--- src/rtl/ptw_pkg.sv ---
package ptw_pkg;
  parameter int unsigned VA_W  = 32;
  parameter int unsigned PA_W  = 30;
  parameter int unsigned OFF_W = 12;
  parameter int unsigned PTE_W = 32;

  localparam int unsigned VPN_W  = VA_W - OFF_W;
  localparam int unsigned PPN_W  = PA_W - OFF_W;
  localparam int unsigned IDX_SH = $clog2(PTE_W / 8);

  localparam int unsigned PRESENT_BIT = PTE_W - 1;
  localparam int unsigned DIRTY_BIT   = PTE_W - 2;
  localparam int unsigned WRITE_BIT   = PTE_W - 3;

  typedef enum logic [1:0] {FLT_NONE, FLT_PAGE, FLT_PROT} fault_e;
  typedef enum logic [1:0] {ST_IDLE, ST_FETCH, ST_WB, ST_RESP} walk_st_e;

  typedef struct packed {
    logic             present;
    logic             dirty;
    logic             writable;
    logic [PPN_W-1:0] ppn;
  } pte_t;
endpackage

--- src/rtl/ptw_base_reg.sv ---
module ptw_base_reg
  import ptw_pkg::*;
(
  input  logic            clk_i,
  input  logic            rst_ni,
  input  logic            we_i,
  input  logic            idle_i,
  input  logic [PA_W-1:0] data_i,
  output logic [PA_W-1:0] base_o
);
  always_ff @(posedge clk_i or negedge rst_ni) begin
    if (!rst_ni)             base_o <= '0;
    else if (we_i && idle_i) base_o <= data_i;
  end
endmodule

--- src/rtl/ptw_addr_gen.sv ---
module ptw_addr_gen
  import ptw_pkg::*;
(
  input  logic [PA_W-1:0]  base_i,
  input  logic [VPN_W-1:0] vpn_i,
  output logic [PA_W-1:0]  addr_o
);
  localparam int unsigned SUM_W = (VPN_W + IDX_SH > PA_W) ? VPN_W + IDX_SH : PA_W;
  logic [SUM_W-1:0] off_ext, sum;
  always_comb begin
    off_ext = SUM_W'({vpn_i, {IDX_SH{1'b0}}});
    sum     = SUM_W'(base_i) + off_ext;
    addr_o  = sum[PA_W-1:0];
  end
endmodule

--- src/rtl/ptw_pte_check.sv ---
module ptw_pte_check
  import ptw_pkg::*;
(
  input  logic [PTE_W-1:0] word_i,
  input  logic             is_write_i,
  output pte_t             pte_o,
  output fault_e           fault_o,
  output logic             need_wb_o,
  output logic [PTE_W-1:0] wb_word_o
);
  always_comb begin
    pte_o.present  = word_i[PRESENT_BIT];
    pte_o.dirty    = word_i[DIRTY_BIT];
    pte_o.writable = word_i[WRITE_BIT];
    pte_o.ppn      = word_i[PPN_W-1:0];

    if (!pte_o.present)                   fault_o = FLT_PAGE;
    else if (is_write_i && !pte_o.writable) fault_o = FLT_PROT;
    else                                  fault_o = FLT_NONE;

    need_wb_o = (fault_o == FLT_NONE) && is_write_i && !pte_o.dirty;
    wb_word_o = word_i;
    wb_word_o[DIRTY_BIT] = 1'b1;
  end
endmodule

--- src/rtl/ptw_ctrl.sv ---
module ptw_ctrl
  import ptw_pkg::*;
(
  input  logic             clk_i,
  input  logic             rst_ni,
  input  logic             req_valid_i,
  input  logic [VPN_W-1:0] req_vpn_i,
  input  logic             req_write_i,
  output logic             idle_o,
  output logic [VPN_W-1:0] vpn_o,
  output logic             write_o,
  input  pte_t             pte_i,
  input  fault_e           fault_i,
  input  logic             need_wb_i,
  input  logic [PTE_W-1:0] wb_word_i,
  input  logic             mem_rvalid_i,
  output logic             mem_req_o,
  output logic             mem_we_o,
  output logic [PTE_W-1:0] mem_wdata_o,
  output logic             rsp_valid_o,
  output logic [PPN_W-1:0] rsp_ppn_o,
  output logic             rsp_page_fault_o,
  output logic             rsp_prot_fault_o
);
  walk_st_e         state_q;
  fault_e           fault_q;
  logic [PPN_W-1:0] ppn_q;
  logic [PTE_W-1:0] wb_q;

  always_ff @(posedge clk_i or negedge rst_ni) begin
    if (!rst_ni) begin
      state_q <= ST_IDLE;
      fault_q <= FLT_NONE;
      ppn_q   <= '0;
      wb_q    <= '0;
      vpn_o   <= '0;
      write_o <= 1'b0;
    end else begin
      unique case (state_q)
        ST_IDLE: if (req_valid_i) begin
          vpn_o   <= req_vpn_i;
          write_o <= req_write_i;
          state_q <= ST_FETCH;
        end
        ST_FETCH: if (mem_rvalid_i) begin
          fault_q <= fault_i;
          wb_q    <= wb_word_i;
          ppn_q   <= (fault_i == FLT_NONE) ? pte_i.ppn : '0;
          state_q <= need_wb_i ? ST_WB : ST_RESP;
        end
        ST_WB:   if (mem_rvalid_i) state_q <= ST_RESP;
        ST_RESP: state_q <= ST_IDLE;
        default: state_q <= ST_IDLE;
      endcase
    end
  end

  always_comb begin
    idle_o           = (state_q == ST_IDLE);
    mem_req_o        = (state_q == ST_FETCH) || (state_q == ST_WB);
    mem_we_o         = (state_q == ST_WB);
    mem_wdata_o      = (state_q == ST_WB) ? wb_q : '0;
    rsp_valid_o      = (state_q == ST_RESP);
    rsp_ppn_o        = ppn_q;
    rsp_page_fault_o = rsp_valid_o && (fault_q == FLT_PAGE);
    rsp_prot_fault_o = rsp_valid_o && (fault_q == FLT_PROT);
  end
endmodule

--- src/rtl/ptw_walker.sv ---
module ptw_walker
  import ptw_pkg::*;
(
  input  logic             clk_i,
  input  logic             rst_ni,
  input  logic             base_we_i,
  input  logic [PA_W-1:0]  base_data_i,
  input  logic             req_valid_i,
  output logic             req_ready_o,
  input  logic [VPN_W-1:0] req_vpn_i,
  input  logic             req_write_i,
  output logic             busy_o,
  output logic             rsp_valid_o,
  output logic [PPN_W-1:0] rsp_ppn_o,
  output logic             rsp_page_fault_o,
  output logic             rsp_prot_fault_o,
  output logic             mem_req_o,
  output logic             mem_we_o,
  output logic [PA_W-1:0]  mem_addr_o,
  output logic [PTE_W-1:0] mem_wdata_o,
  input  logic             mem_rvalid_i,
  input  logic [PTE_W-1:0] mem_rdata_i
);
  logic             idle;
  logic [PA_W-1:0]  base_q;
  logic [VPN_W-1:0] vpn_q;
  logic             write_q;
  pte_t             pte;
  fault_e           fault;
  logic             need_wb;
  logic [PTE_W-1:0] wb_word;

  ptw_base_reg u_base (
    .clk_i(clk_i), .rst_ni(rst_ni), .we_i(base_we_i), .idle_i(idle),
    .data_i(base_data_i), .base_o(base_q)
  );

  ptw_addr_gen u_addr (.base_i(base_q), .vpn_i(vpn_q), .addr_o(mem_addr_o));

  ptw_pte_check u_check (
    .word_i(mem_rdata_i), .is_write_i(write_q), .pte_o(pte), .fault_o(fault),
    .need_wb_o(need_wb), .wb_word_o(wb_word)
  );

  ptw_ctrl u_ctrl (
    .clk_i(clk_i), .rst_ni(rst_ni),
    .req_valid_i(req_valid_i), .req_vpn_i(req_vpn_i), .req_write_i(req_write_i),
    .idle_o(idle), .vpn_o(vpn_q), .write_o(write_q),
    .pte_i(pte), .fault_i(fault), .need_wb_i(need_wb), .wb_word_i(wb_word),
    .mem_rvalid_i(mem_rvalid_i), .mem_req_o(mem_req_o), .mem_we_o(mem_we_o),
    .mem_wdata_o(mem_wdata_o), .rsp_valid_o(rsp_valid_o), .rsp_ppn_o(rsp_ppn_o),
    .rsp_page_fault_o(rsp_page_fault_o), .rsp_prot_fault_o(rsp_prot_fault_o)
  );

  assign req_ready_o = idle;
  assign busy_o      = !idle;
endmodule

--- config.mk ---
export PLATFORM = sky130hd
export DESIGN_NAME = ptw_walker
export DESIGN_NICKNAME = d
export VERILOG_FILES = /design/src/rtl/ptw_pkg.sv /design/src/rtl/ptw_base_reg.sv /design/src/rtl/ptw_addr_gen.sv /design/src/rtl/ptw_pte_check.sv /design/src/rtl/ptw_ctrl.sv /design/src/rtl/ptw_walker.sv
export SDC_FILE = /design/constraint.sdc
export NUM_CORES = 1
export LEC_CHECK = 0
export BUFFER_PORTS_ARGS = -buffer_cell sky130_fd_sc_hd__buf_4
export CAP_MARGIN = 10
export CORE_MARGIN = 5
export CORE_UTILIZATION = 40
export CTS_BUF_LIST = sky130_fd_sc_hd__clkbuf_4
export DETAILED_ROUTE_END_ITERATION = 10
export GPL_ROUTABILITY_DRIVEN = 0
export PLACE_DENSITY = 0.68
export SETUP_SLACK_MARGIN = 0.3
export SLEW_MARGIN = 15
export SYNTH_ARGS = -nofsm -noshare
export SYNTH_HDL_FRONTEND = slang
export SYNTH_SLANG_ARGS = --single-unit
--- constraint.sdc ---
create_clock -name clk_i -period 2.72 [get_ports clk_i]
set_clock_uncertainty 0.15 [all_clocks]
set_input_delay 0.408 -clock clk_i [delete_from_list [all_inputs] [get_ports clk_i]]
set_output_delay 0.408 -clock clk_i [all_outputs]
set_load 0.02 [all_outputs]
==> key figures, run 1 <==
Detailed routing
  • DRC errors left: 0
  • Total routed wirelength: 16550 um
  • Via density: 5.004
  • Antenna-violating nets left: 0
  • Number of vias after detailed routing: 5109
  • Avg WL per Cell: 16.21 um
  • First-pass iteration count of the detailed router: 4
  • Initial DRC Count: 306

Power
  • Reported leakage power: 4.196 nW
  • Logic pwr share: 0.729
  • Clock power share: 0.066
  • Total power density per cell area: 1545 mW/mm^2
  • Max IR drop VDD: 0.0006503 V
  • Fraction of power spent switching nets: 0.4520
  • Internal: 7.519 mW
  • Sequential fraction of design power: 0.205
  • NetSw: 6.202 mW

Worst setup path
  • Setup Crit Path Kind: reg -> out
  • Number of cell instances on the worst register-to-register path: 5
  • CP required: 2.16 ns
  • Critical path capture point type: output pin
  • Peak fanout along the critical path: 3
  • Data arrival time of the worst path: 2.82 ns
  • Type of element launching the critical path: register

Clock network
  • Cell at the root of the clock tree: sky130_fd_sc_hd__clkbuf_4
  • CTS tree: yes
  • H-tree depth reported by CTS: 3
  • Buffer depth of the longest clock path: 2
  • Clock-pin slew on the worst setup and hold paths: 0.16 ns
  • Sinks on Clock Net: 105
  • Clock latency reported for the late side of the worst-skew pair: 0.47 ns
  • TritonCTS buffer count: 9

Synthesis
  • Seq/Total Area, Yosys: 0.4759
  • Netlist cell types: 58
  • Proportion of synthesized flip-flops having asynchronous set or reset: 1.000
  • Count of state elements after synthesis: 105
  • Predominant post-synthesis flop cell: sky130_fd_sc_hd__dfrtp_1
  • Number of synthesized flops with an enable pin: 0
  • Number of warning messages in the yosys log: 0
  • Netlist area before placement: 0.005522 sq mm
  • Cells after Synth: 556
  • Avg Cell Area, Syn: 9.931 sq um
  • Syn nets: 669

Outcome
  • Violations in the final reports: negative setup slack
  • Outcome: finished with violations

Place
  • HPWL reported at the end of detailed placement: 11210 um
  • Count of input and output buffers: 174
  • Total placed cells including tap cells: 911

Global route
  • Total Routing Usage GR: 0.2063
  • Antenna violations before repair: 0
  • Pin count of the biggest net entering global routing: 49
  • Overflow left after global routing: 0
  • Global-route wire length before repair: 27220 um
  • Vias in the first global route: 5547

Final layout
  • Most frequent cells in the layout: sky130_fd_sc_hd__buf_4, sky130_fd_sc_hd__nand2_1, sky130_fd_sc_hd__dfrtp_1
  • Layout overhead on the synthesized area: 60.84%
  • Post-route non-filler standard cell count: 1021
  • Most common cell after layout, fill and taps aside: sky130_fd_sc_hd__buf_4
  • Share of post-route cells with drive strength above 1: 0.4197
  • Final layout net count: 950
  • Layout filler cell count: 1071
  • Diodes inserted: 0

Hold path
  • Cell depth of the worst hold path: 4
  • Worst hold path class: in -> reg

Die
  • X dimension of the die: 127.5 um
  • Die outline height: 127.5 um
  • Die area: 0.01625 sq mm
  • Std-Cell Core Area: 0.01372 sq mm
  • Placement row count: 43
  • Initial standard-cell utilization of the core: 0.4025
  • Boundary pin count: 175

Timing
  • Total of endpoints with negative setup slack in the final report: 24
  • Worst-case hold slack: 0.1234 ns
  • Post-route setup slack: -0.6579 ns
  • Shortest period the worst path allows: 3.378 ns
  • Slew HR: 0.6700
  • Transition time at the pin with the least slew margin: 0.4950 ns
  • Final slew viol count: 0
  • Achievable clock frequency: 0.2960 GHz
  • Ratio of final minimum period to clock period: 1.242
  • Setup repair after global routing missed its margin: yes
  • Count of endpoints failing hold in the final timing report: 0

Run
  • Number of max-cap violations: 0
-- final cells by class --
type                       count  area, sq um  share of cell area
clock buffer                   9        67.56            0.007608
clock inverter                 6        90.09             0.01014
inverter                       9        33.78            0.003804
multi-input combinational    416         3318              0.3736
sequential                   105         2628              0.2959
tap                          180        225.2             0.02536
timing repair buffer         296         2519              0.2836
-- repair_timing --
item	CTS	global route
hold buffers	82	1
endpoints found under the setup margin	30	59
hold endpoints to repair	117	1
buffers inserted	5	7
pin swaps	18	14
resized for setup	27	44
-- power by group through the flow --
stage / clock, mW / combinational, mW / sequential [mW]
4_1_cts: 0.949 / 8.98 / 2.80
5_1_grt: 1.00 / 10.7 / 2.91
3_5_place_dp: 0 / 8.35 / 2.82
3_3_place_gp: 0 / 8.22 / 2.78
2_1_floorplan: 0 / 5.46 / 2.77
6_report: 0.899 / 10.0 / 2.82
-- registers in the layout, summed over array words and instances, names as in the netlist --
name and count:
u_ctrl.wb_q 32, u_base.base_o 30, u_ctrl.vpn_o 20, u_ctrl.rsp_ppn_o 18, u_ctrl.fault_q 2, u_ctrl.state_q 2
u_ctrl.write_o 1
-- synth_stat cells, types with 3 or more instances --
library cell / instances / area share
sky130_fd_sc_hd__a211oi_1: 4 / 0.0054
sky130_fd_sc_hd__a21o_1: 4 / 0.0054
sky130_fd_sc_hd__a21oi_1: 17 / 0.015
sky130_fd_sc_hd__a31oi_1: 4 / 0.0045
sky130_fd_sc_hd__and2_1: 33 / 0.037
sky130_fd_sc_hd__and3_1: 5 / 0.0057
sky130_fd_sc_hd__clkbuf_1: 20 / 0.014
sky130_fd_sc_hd__dfrtp_1: 105 / 0.48
sky130_fd_sc_hd__ha_1: 24 / 0.054
sky130_fd_sc_hd__inv_1: 9 / 0.0061
sky130_fd_sc_hd__mux2_2: 53 / 0.11
sky130_fd_sc_hd__mux2i_1: 3 / 0.0054
sky130_fd_sc_hd__nand2_1: 135 / 0.092
sky130_fd_sc_hd__nand3_1: 12 / 0.011
sky130_fd_sc_hd__nand3b_1: 7 / 0.0095
sky130_fd_sc_hd__nor2_1: 16 / 0.011
sky130_fd_sc_hd__nor2b_1: 4 / 0.0045
sky130_fd_sc_hd__nor3_1: 6 / 0.0054
sky130_fd_sc_hd__o21ai_0: 25 / 0.023
sky130_fd_sc_hd__xnor2_1: 11 / 0.017
sky130_fd_sc_hd__xor2_1: 10 / 0.016
-- final timing paths --
kind | endpoint | from | slack [ns]
max | mem_addr_o[18] | u_ctrl.vpn_o[0] | -0.66
min | u_ctrl.wb_q[22] | mem_rvalid_i | 0.12
max reg2reg | u_base.base_o[18] | u_ctrl.state_q[1] | 0.74
min reg2reg | u_ctrl.wb_q[4] | u_ctrl.wb_q[4] | 0.34
max in group asynchronous | u_ctrl.vpn_o[5] | rst_ni | 1.45
min in group asynchronous | u_ctrl.vpn_o[11] | rst_ni | 0.28
-- per-layer routing --
layer  global-route usage  vias up  wire, um  part of all wire
met5                    0        -         0                 0
met4              0.05931        0       405             0.024
met3              0.06773       27      1253             0.076
met2               0.3763      163      8559              0.52
met1               0.2284     2468      6328              0.38
li1                     -     2451         -                 -
-- metrics by stage --
stage	total power [mW]	utilization	TNS (ns)	instance area [sq um]	setup WS, ns
3_3_place_gp	11.00	0.5405	-0.8937	7416	-0.1589
2_1_floorplan	8.232	-	0	5787	0.02949
6_report	13.72	0.6473	-11.29	8881	-0.6579
3_5_place_dp	11.17	0.5405	-1.340	7416	-0.1875
4_1_cts	12.72	0.6242	-12.03	8563	-0.7453
5_1_grt	14.65	0.6473	-14.49	8881	-0.7979
-- cell families (layout without fill, tap and decap cells) --
group | count (synthesis) | count (layout) | synth area share
adders and majority gates | 25 | 25 | 0.05801
AOI/OAI and AO/OA | 80 | 80 | 0.09449
xor gates and xnor gates | 21 | 21 | 0.03331
and+or+nand+nor | 234 | 234 | 0.1985
buffers and inverters | 35 | 320 | 0.02628
DFF | 105 | 105 | 0.4759
muxes | 56 | 56 | 0.1135
-- critical path: stages (launching register included) --
cell                        delay [ns]
sky130_fd_sc_hd__dfrtp_1          0.41
sky130_fd_sc_hd__ha_2             0.20
sky130_fd_sc_hd__fa_2             0.40
sky130_fd_sc_hd__a21oi_4          0.18
sky130_fd_sc_hd__o22ai_2          0.08
sky130_fd_sc_hd__o41a_1           0.39
sky130_fd_sc_hd__a2bb2oi_4        0.20
sky130_fd_sc_hd__a31oi_4          0.21
sky130_fd_sc_hd__xnor2_2          0.12
sky130_fd_sc_hd__buf_4            0.15
Power figures use the tool's default switching activity.
==> run 2: changes to the inputs <==
- PLACE_DENSITY: 0.68 -> 0.67
- SKIP_CTS_REPAIR_TIMING: unset -> 1
- SYNTH_HIERARCHICAL: unset -> 1
==> key figures, run 2 <==
Outcome
  • Outcome: finished with violations
  • Violations in the final reports: negative setup slack

Place
  • HPWL reported at the end of detailed placement: 10960 um
  • Worst setup timing slack at the placement stage: -0.5562 ns
  • Area after DPL: 0.007515 sq mm
  • Count of input and output buffers: 174

Clock network
  • Buffer depth of the longest clock path: 2
  • CTS tree: yes
  • Clock latency reported for the late side of the worst-skew pair: 0.50 ns
  • Cell at the root of the clock tree: sky130_fd_sc_hd__clkbuf_4
  • Sinks on Clock Net: 105
  • TritonCTS buffer count: 9
  • Clock-pin slew on the worst setup and hold paths: 0.20 ns
  • H-tree depth reported by CTS: 3

Worst setup path
  • Setup Crit Path Kind: reg -> out
  • Critical path buffer and inverter count: 1
  • Data arrival time of the worst path: 3.26 ns
  • Cell breakdown of the critical path: ha_2, fa_2, a21o_1, a221oi_4, nor2_2, or3_4, a211oi_4, a2111oi_4, xor2_1, buf_4
  • Crit path max-delay family: compound AO/OA/AOI/OAI gates
  • Master of the slowest instance on the critical path: sky130_fd_sc_hd__dfrtp_1
  • CP required: 2.16 ns
  • Critical path capture point type: output pin
  • Worst R2R Setup Slack: 0.67 ns
  • Slowest cell delay on critical path: 0.43 ns
  • Peak fanout along the critical path: 3
  • Type of element launching the critical path: register

Timing
  • Worst-case hold slack: 0.1338 ns
  • Transition time at the pin with the least slew margin: 0.5912 ns
  • Count of endpoints failing hold in the final timing report: 0
  • Final slew viol count: 0
  • Achievable clock frequency: 0.2618 GHz
  • Shortest period the worst path allows: 3.820 ns
  • Total of endpoints with negative setup slack in the final report: 24
  • Setup repair after global routing missed its margin: yes
  • Post-route setup slack: -1.100 ns
  • Slew HR: 0.6059
  • Ratio of final minimum period to clock period: 1.404

Global route
  • Vias in the first global route: 4453
  • Global-route wire length before repair: 22760 um
  • Overflow left after global routing: 0
  • Pin count of the biggest net entering global routing: 43
  • Total Routing Usage GR: 0.1699
  • Antenna violations before repair: 0

Run
  • Number of max-cap violations: 0

Final layout
  • Final layout net count: 855
  • Most common cell after layout, fill and taps aside: sky130_fd_sc_hd__buf_4
  • Layout filler cell count: 1129
  • Registers with the highest flip-flop counts: u_ctrl/wb_q x32, u_base/base_o x30, u_ctrl/vpn_o x20
  • Diodes inserted: 0
  • Most frequent cells in the layout: sky130_fd_sc_hd__buf_4, sky130_fd_sc_hd__dfrtp_1, sky130_fd_sc_hd__dlygate4sd3_1
  • Max FFs per register: 32
  • Final cell area excluding filler cells: 0.008838 sq mm
  • Layout overhead on the synthesized area: 50.84%
  • Core Util, Final: 0.6128
  • Share of post-route cells with drive strength above 1: 0.5408
  • Footprint of the multi-input gates: 0.003103 sq mm
  • Largest Register: u_ctrl/wb_q
  • Sequential Area: 0.002628 sq mm

Power
  • Total power density per cell area: 1506 mW/mm^2
  • Reported leakage power: 4.283 nW
  • Fraction of power spent switching nets: 0.4349
  • Internal: 7.525 mW
  • Logic pwr share: 0.720
  • Max IR drop VDD: 0.0006753 V
  • Sequential fraction of design power: 0.214
  • Clock power share: 0.066
  • NetSw: 5.790 mW

Synthesis
  • Number of warning messages in the yosys log: 6
  • Avg Cell Area, Syn: 12.21 sq um
  • Cells after Synth: 480
  • Syn nets: 593
  • Netlist area before placement: 0.005859 sq mm

Detailed routing
  • First-pass iteration count of the detailed router: 4
  • Antenna-violating nets left: 0
  • Avg WL per Cell: 17.05 um
  • Total routed wirelength: 15870 um
  • Via density: 4.881
  • DRC errors left: 0
  • Initial DRC Count: 150
  • Number of vias after detailed routing: 4544

Die
  • Die area: 0.01717 sq mm
  • Die outline height: 131.0 um
  • Initial standard-cell utilization of the core: 0.4062
  • Placement row count: 44
  • Boundary pin count: 175
  • Std-Cell Core Area: 0.01442 sq mm
  • X dimension of the die: 131.0 um

Hold path
  • Worst hold path class: in -> reg
[run 2: path summary, 6_finish.rpt]
check / from / to / cells after the start
max: u_ctrl/vpn_o[0] / mem_addr_o[26] / 10
min: req_valid_i / u_ctrl/write_o / 3
max reg2reg: u_ctrl/state_q[1] / u_ctrl/wb_q[19] / 5
min reg2reg: u_ctrl/wb_q[30] / u_ctrl/wb_q[30] / 1
max in group asynchronous: rst_ni / u_base/base_o[27] / 3
min in group asynchronous: rst_ni / u_base/base_o[22] / 2
[run 2: per-stage QoR]
stage,power [mW],instances,setup TNS [ns]
floorplan,8.211,480,-1.738
global placement,11.32,821,-3.502
detailed placement,11.50,821,-4.445
CTS,12.43,837,-17.31
global route,14.17,931,-18.68
finish,13.31,931,-14.83
[run 2: routing by layer]
metal | track usage | wire length (um) | vias up
met2 | 0.2864 | 7996 | 146
met1 | 0.2063 | 6449 | 2223
met5 | 0 | 0 | -
met3 | 0.06301 | 1222 | 16
li1 | - | - | 2159
met4 | 0.04235 | 206 | 0
[run 2: area by class of cell]
type | count | share of cell area
Clock inverter | 7 | 0.01033
Tap cell | 184 | 0.02605
Timing Repair Buffer | 317 | 0.3042
Clock buffer | 9 | 0.007644
Inverter | 8 | 0.003398
Sequential cell | 105 | 0.2973
Multi-Input combinational cell | 301 | 0.3511
[run 2: power groups by stage]
stage,Combinational [mW],Sequential (mW),Clock [mW]
global route,10.2,2.94,0.981
floorplan,5.35,2.86,0
global placement,8.49,2.83,0
detailed placement,8.64,2.86,0
CTS,8.66,2.84,0.930
finish,9.59,2.85,0.877
[run 2: tightest hold or removal path, cell delays in order]
cell and delay [ns]:
sky130_fd_sc_hd__buf_4 0.11, sky130_fd_sc_hd__nand2_1 0.09, sky130_fd_sc_hd__mux2_2 0.16
==> run 3: changes to the inputs <==
- CORE_MARGIN: 5 -> 2
==> key figures, run 3 (synthesis gave the netlist of run 2 again) <==
Worst setup path
  • Critical path capture point type: output pin
  • Setup Crit Path Kind: reg -> out
  • Number of cell instances on the worst register-to-register path: 5
  • Data arrival time of the worst path: 3.24 ns
  • Critical R2R Capture: u_ctrl/wb_q[6]
  • R2R Path Start: u_ctrl/state_q[1]
  • Worst R2R Setup Slack: 0.68 ns
  • Peak fanout along the critical path: 3
  • Type of element launching the critical path: register
  • CP required: 2.16 ns

Timing
  • Achievable clock frequency: 0.2636 GHz
  • Total of endpoints with negative setup slack in the final report: 23
  • Ratio of final minimum period to clock period: 1.395
  • Setup tns final: -14.94 ns
  • Slew HR: 0.5321
  • Final slew viol count: 0
  • Count of endpoints failing hold in the final timing report: 0
  • Transition time at the pin with the least slew margin: 0.7019 ns
  • Post-route setup slack: -1.074 ns
  • Shortest period the worst path allows: 3.794 ns
  • Setup repair after global routing missed its margin: yes

Clock network
  • Buffer depth of the longest clock path: 2
  • Sinks on Clock Net: 105
  • TritonCTS buffer count: 9
  • Clock latency reported for the late side of the worst-skew pair: 0.48 ns
  • CTS tree: yes
  • H-tree depth reported by CTS: 3
  • Cell at the root of the clock tree: sky130_fd_sc_hd__clkbuf_4
  • Clock-pin slew on the worst setup and hold paths: 0.18 ns

Detailed routing
  • Number of vias after detailed routing: 4507
  • Avg WL per Cell: 16.19 um
  • First-pass iteration count of the detailed router: 4
  • DRC errors left: 0
  • Via density: 4.867
  • Initial DRC Count: 158
  • Antenna-violating nets left: 0
  • Total routed wirelength: 14990 um

Power
  • Max IR drop VDD: 0.0007703 V
  • Total power density per cell area: 1485 mW/mm^2
  • Reported leakage power: 4.230 nW

Global route
  • Total Routing Usage GR: 0.1791
  • Overflow left after global routing: 0
  • Vias in the first global route: 4555
  • Antenna violations before repair: 0
  • Global-route wire length before repair: 22660 um
  • Pin count of the biggest net entering global routing: 52

Final layout
  • Max FFs per register: 32
  • Final cell area excluding filler cells: 0.008726 sq mm
  • Registers with the highest flip-flop counts: u_ctrl/wb_q x32, u_base/base_o x30, u_ctrl/vpn_o x20
  • Diodes inserted: 0
  • Layout overhead on the synthesized area: 48.92%
  • Core Util, Final: 0.6050
  • Most common cell after layout, fill and taps aside: sky130_fd_sc_hd__buf_4
  • Layout filler cell count: 1160
  • Most frequent cells in the layout: sky130_fd_sc_hd__buf_4, sky130_fd_sc_hd__dfrtp_1, sky130_fd_sc_hd__dlygate4sd3_1
  • Final layout net count: 851
  • Share of post-route cells with drive strength above 1: 0.5337
  • Largest Register: u_ctrl/wb_q

Hold path
  • End point of the most critical hold path: u_ctrl/write_o
  • Worst hold path class: in -> reg
  • Cell depth of the worst hold path: 3
  • Worst Min Path Start: req_valid_i

Place
  • HPWL reported at the end of detailed placement: 10460 um
  • Worst setup timing slack at the placement stage: -0.5459 ns
  • Area after DPL: 0.007510 sq mm
  • Count of input and output buffers: 174

Run
  • Number of max-cap violations: 0

Die
  • Placement row count: 44
  • Die area: 0.01563 sq mm
  • X dimension of the die: 125.0 um
  • Die outline height: 125.0 um
  • Std-Cell Core Area: 0.01442 sq mm
  • Boundary pin count: 175
  • Initial standard-cell utilization of the core: 0.4062

Outcome
  • Violations in the final reports: negative setup slack
  • Outcome: finished with violations
## run 3: cell types whose count changed in the layout (fill, tap and decap cells not counted), moves of 2 or more
cell	previous run	this run
sky130_fd_sc_hd__inv_8	3	0
sky130_fd_sc_hd__inv_6	0	3
sky130_fd_sc_hd__a21oi_2	10	7
sky130_fd_sc_hd__buf_6	9	7
sky130_fd_sc_hd__a21oi_1	6	10
## run 3: how the worst max path moves through the flow
stage | start | to | slack, ns | cells after the start
3_5_place_dp | u_base/base_o[2] | mem_addr_o[22] | -0.55 | 10
2_1_floorplan | u_base/base_o[2] | mem_addr_o[26] | -0.46 | 9
4_1_cts | u_base/base_o[2] | mem_addr_o[22] | -1.15 | 10
5_1_grt | u_base/base_o[2] | mem_addr_o[26] | -1.23 | 10
3_3_place_gp | u_base/base_o[2] | mem_addr_o[22] | -0.49 | 10
6_report | u_base/base_o[2] | mem_addr_o[26] | -1.07 | 10
## run 3: report_power, final
| group | internal, mW | switching (mW) |
|---|---|---|
| sequential | 2.32 | 0.528 |
| combinational | 4.82 | 4.50 |
| clock | 0.204 | 0.587 |
| total | 7.35 | 5.61 |
## run 3: area by class of cell
class / count / area (sq um) / share of cell area
multi-input combinational: 301 / 3089 / 0.3540
sequential: 105 / 2628 / 0.3011
timing repair buffer: 313 / 2621 / 0.3004
tap: 184 / 230.2 / 0.02638
clock buffer: 9 / 67.56 / 0.007743
clock inverter: 6 / 60.06 / 0.006883
inverter: 8 / 30.03 / 0.003441
## run 3: critical path: stages (launching register included)
cell and delay [ns]:
sky130_fd_sc_hd__dfrtp_1 0.42, sky130_fd_sc_hd__ha_2 0.20, sky130_fd_sc_hd__fa_2 0.35, sky130_fd_sc_hd__a21o_1 0.21, sky130_fd_sc_hd__a221oi_4 0.27, sky130_fd_sc_hd__nor2_2 0.07
sky130_fd_sc_hd__or3_4 0.41, sky130_fd_sc_hd__a211oi_4 0.37, sky130_fd_sc_hd__a2111oi_4 0.12, sky130_fd_sc_hd__xor2_1 0.17, sky130_fd_sc_hd__buf_4 0.17
## run 3: metrics by stage
stage	hold WS, ns	instances	power, mW
detailed placement	0.3356	822	11.42
CTS	-0.2306	837	12.25
finish	0.1637	926	12.96
floorplan	-0.03759	480	8.211
global placement	0.3306	822	11.27
global route	0.1380	926	13.78
## run 3: metal layers
metal / track usage / routed length (um) / vias to the layer above
li1: - / - / 2149
met1: 0.2207 / 6334 / 2212
met2: 0.2970 / 7511 / 132
met3: 0.07018 / 977 / 14
met4: 0.04379 / 168 / 0
met5: 0 / 0 / -
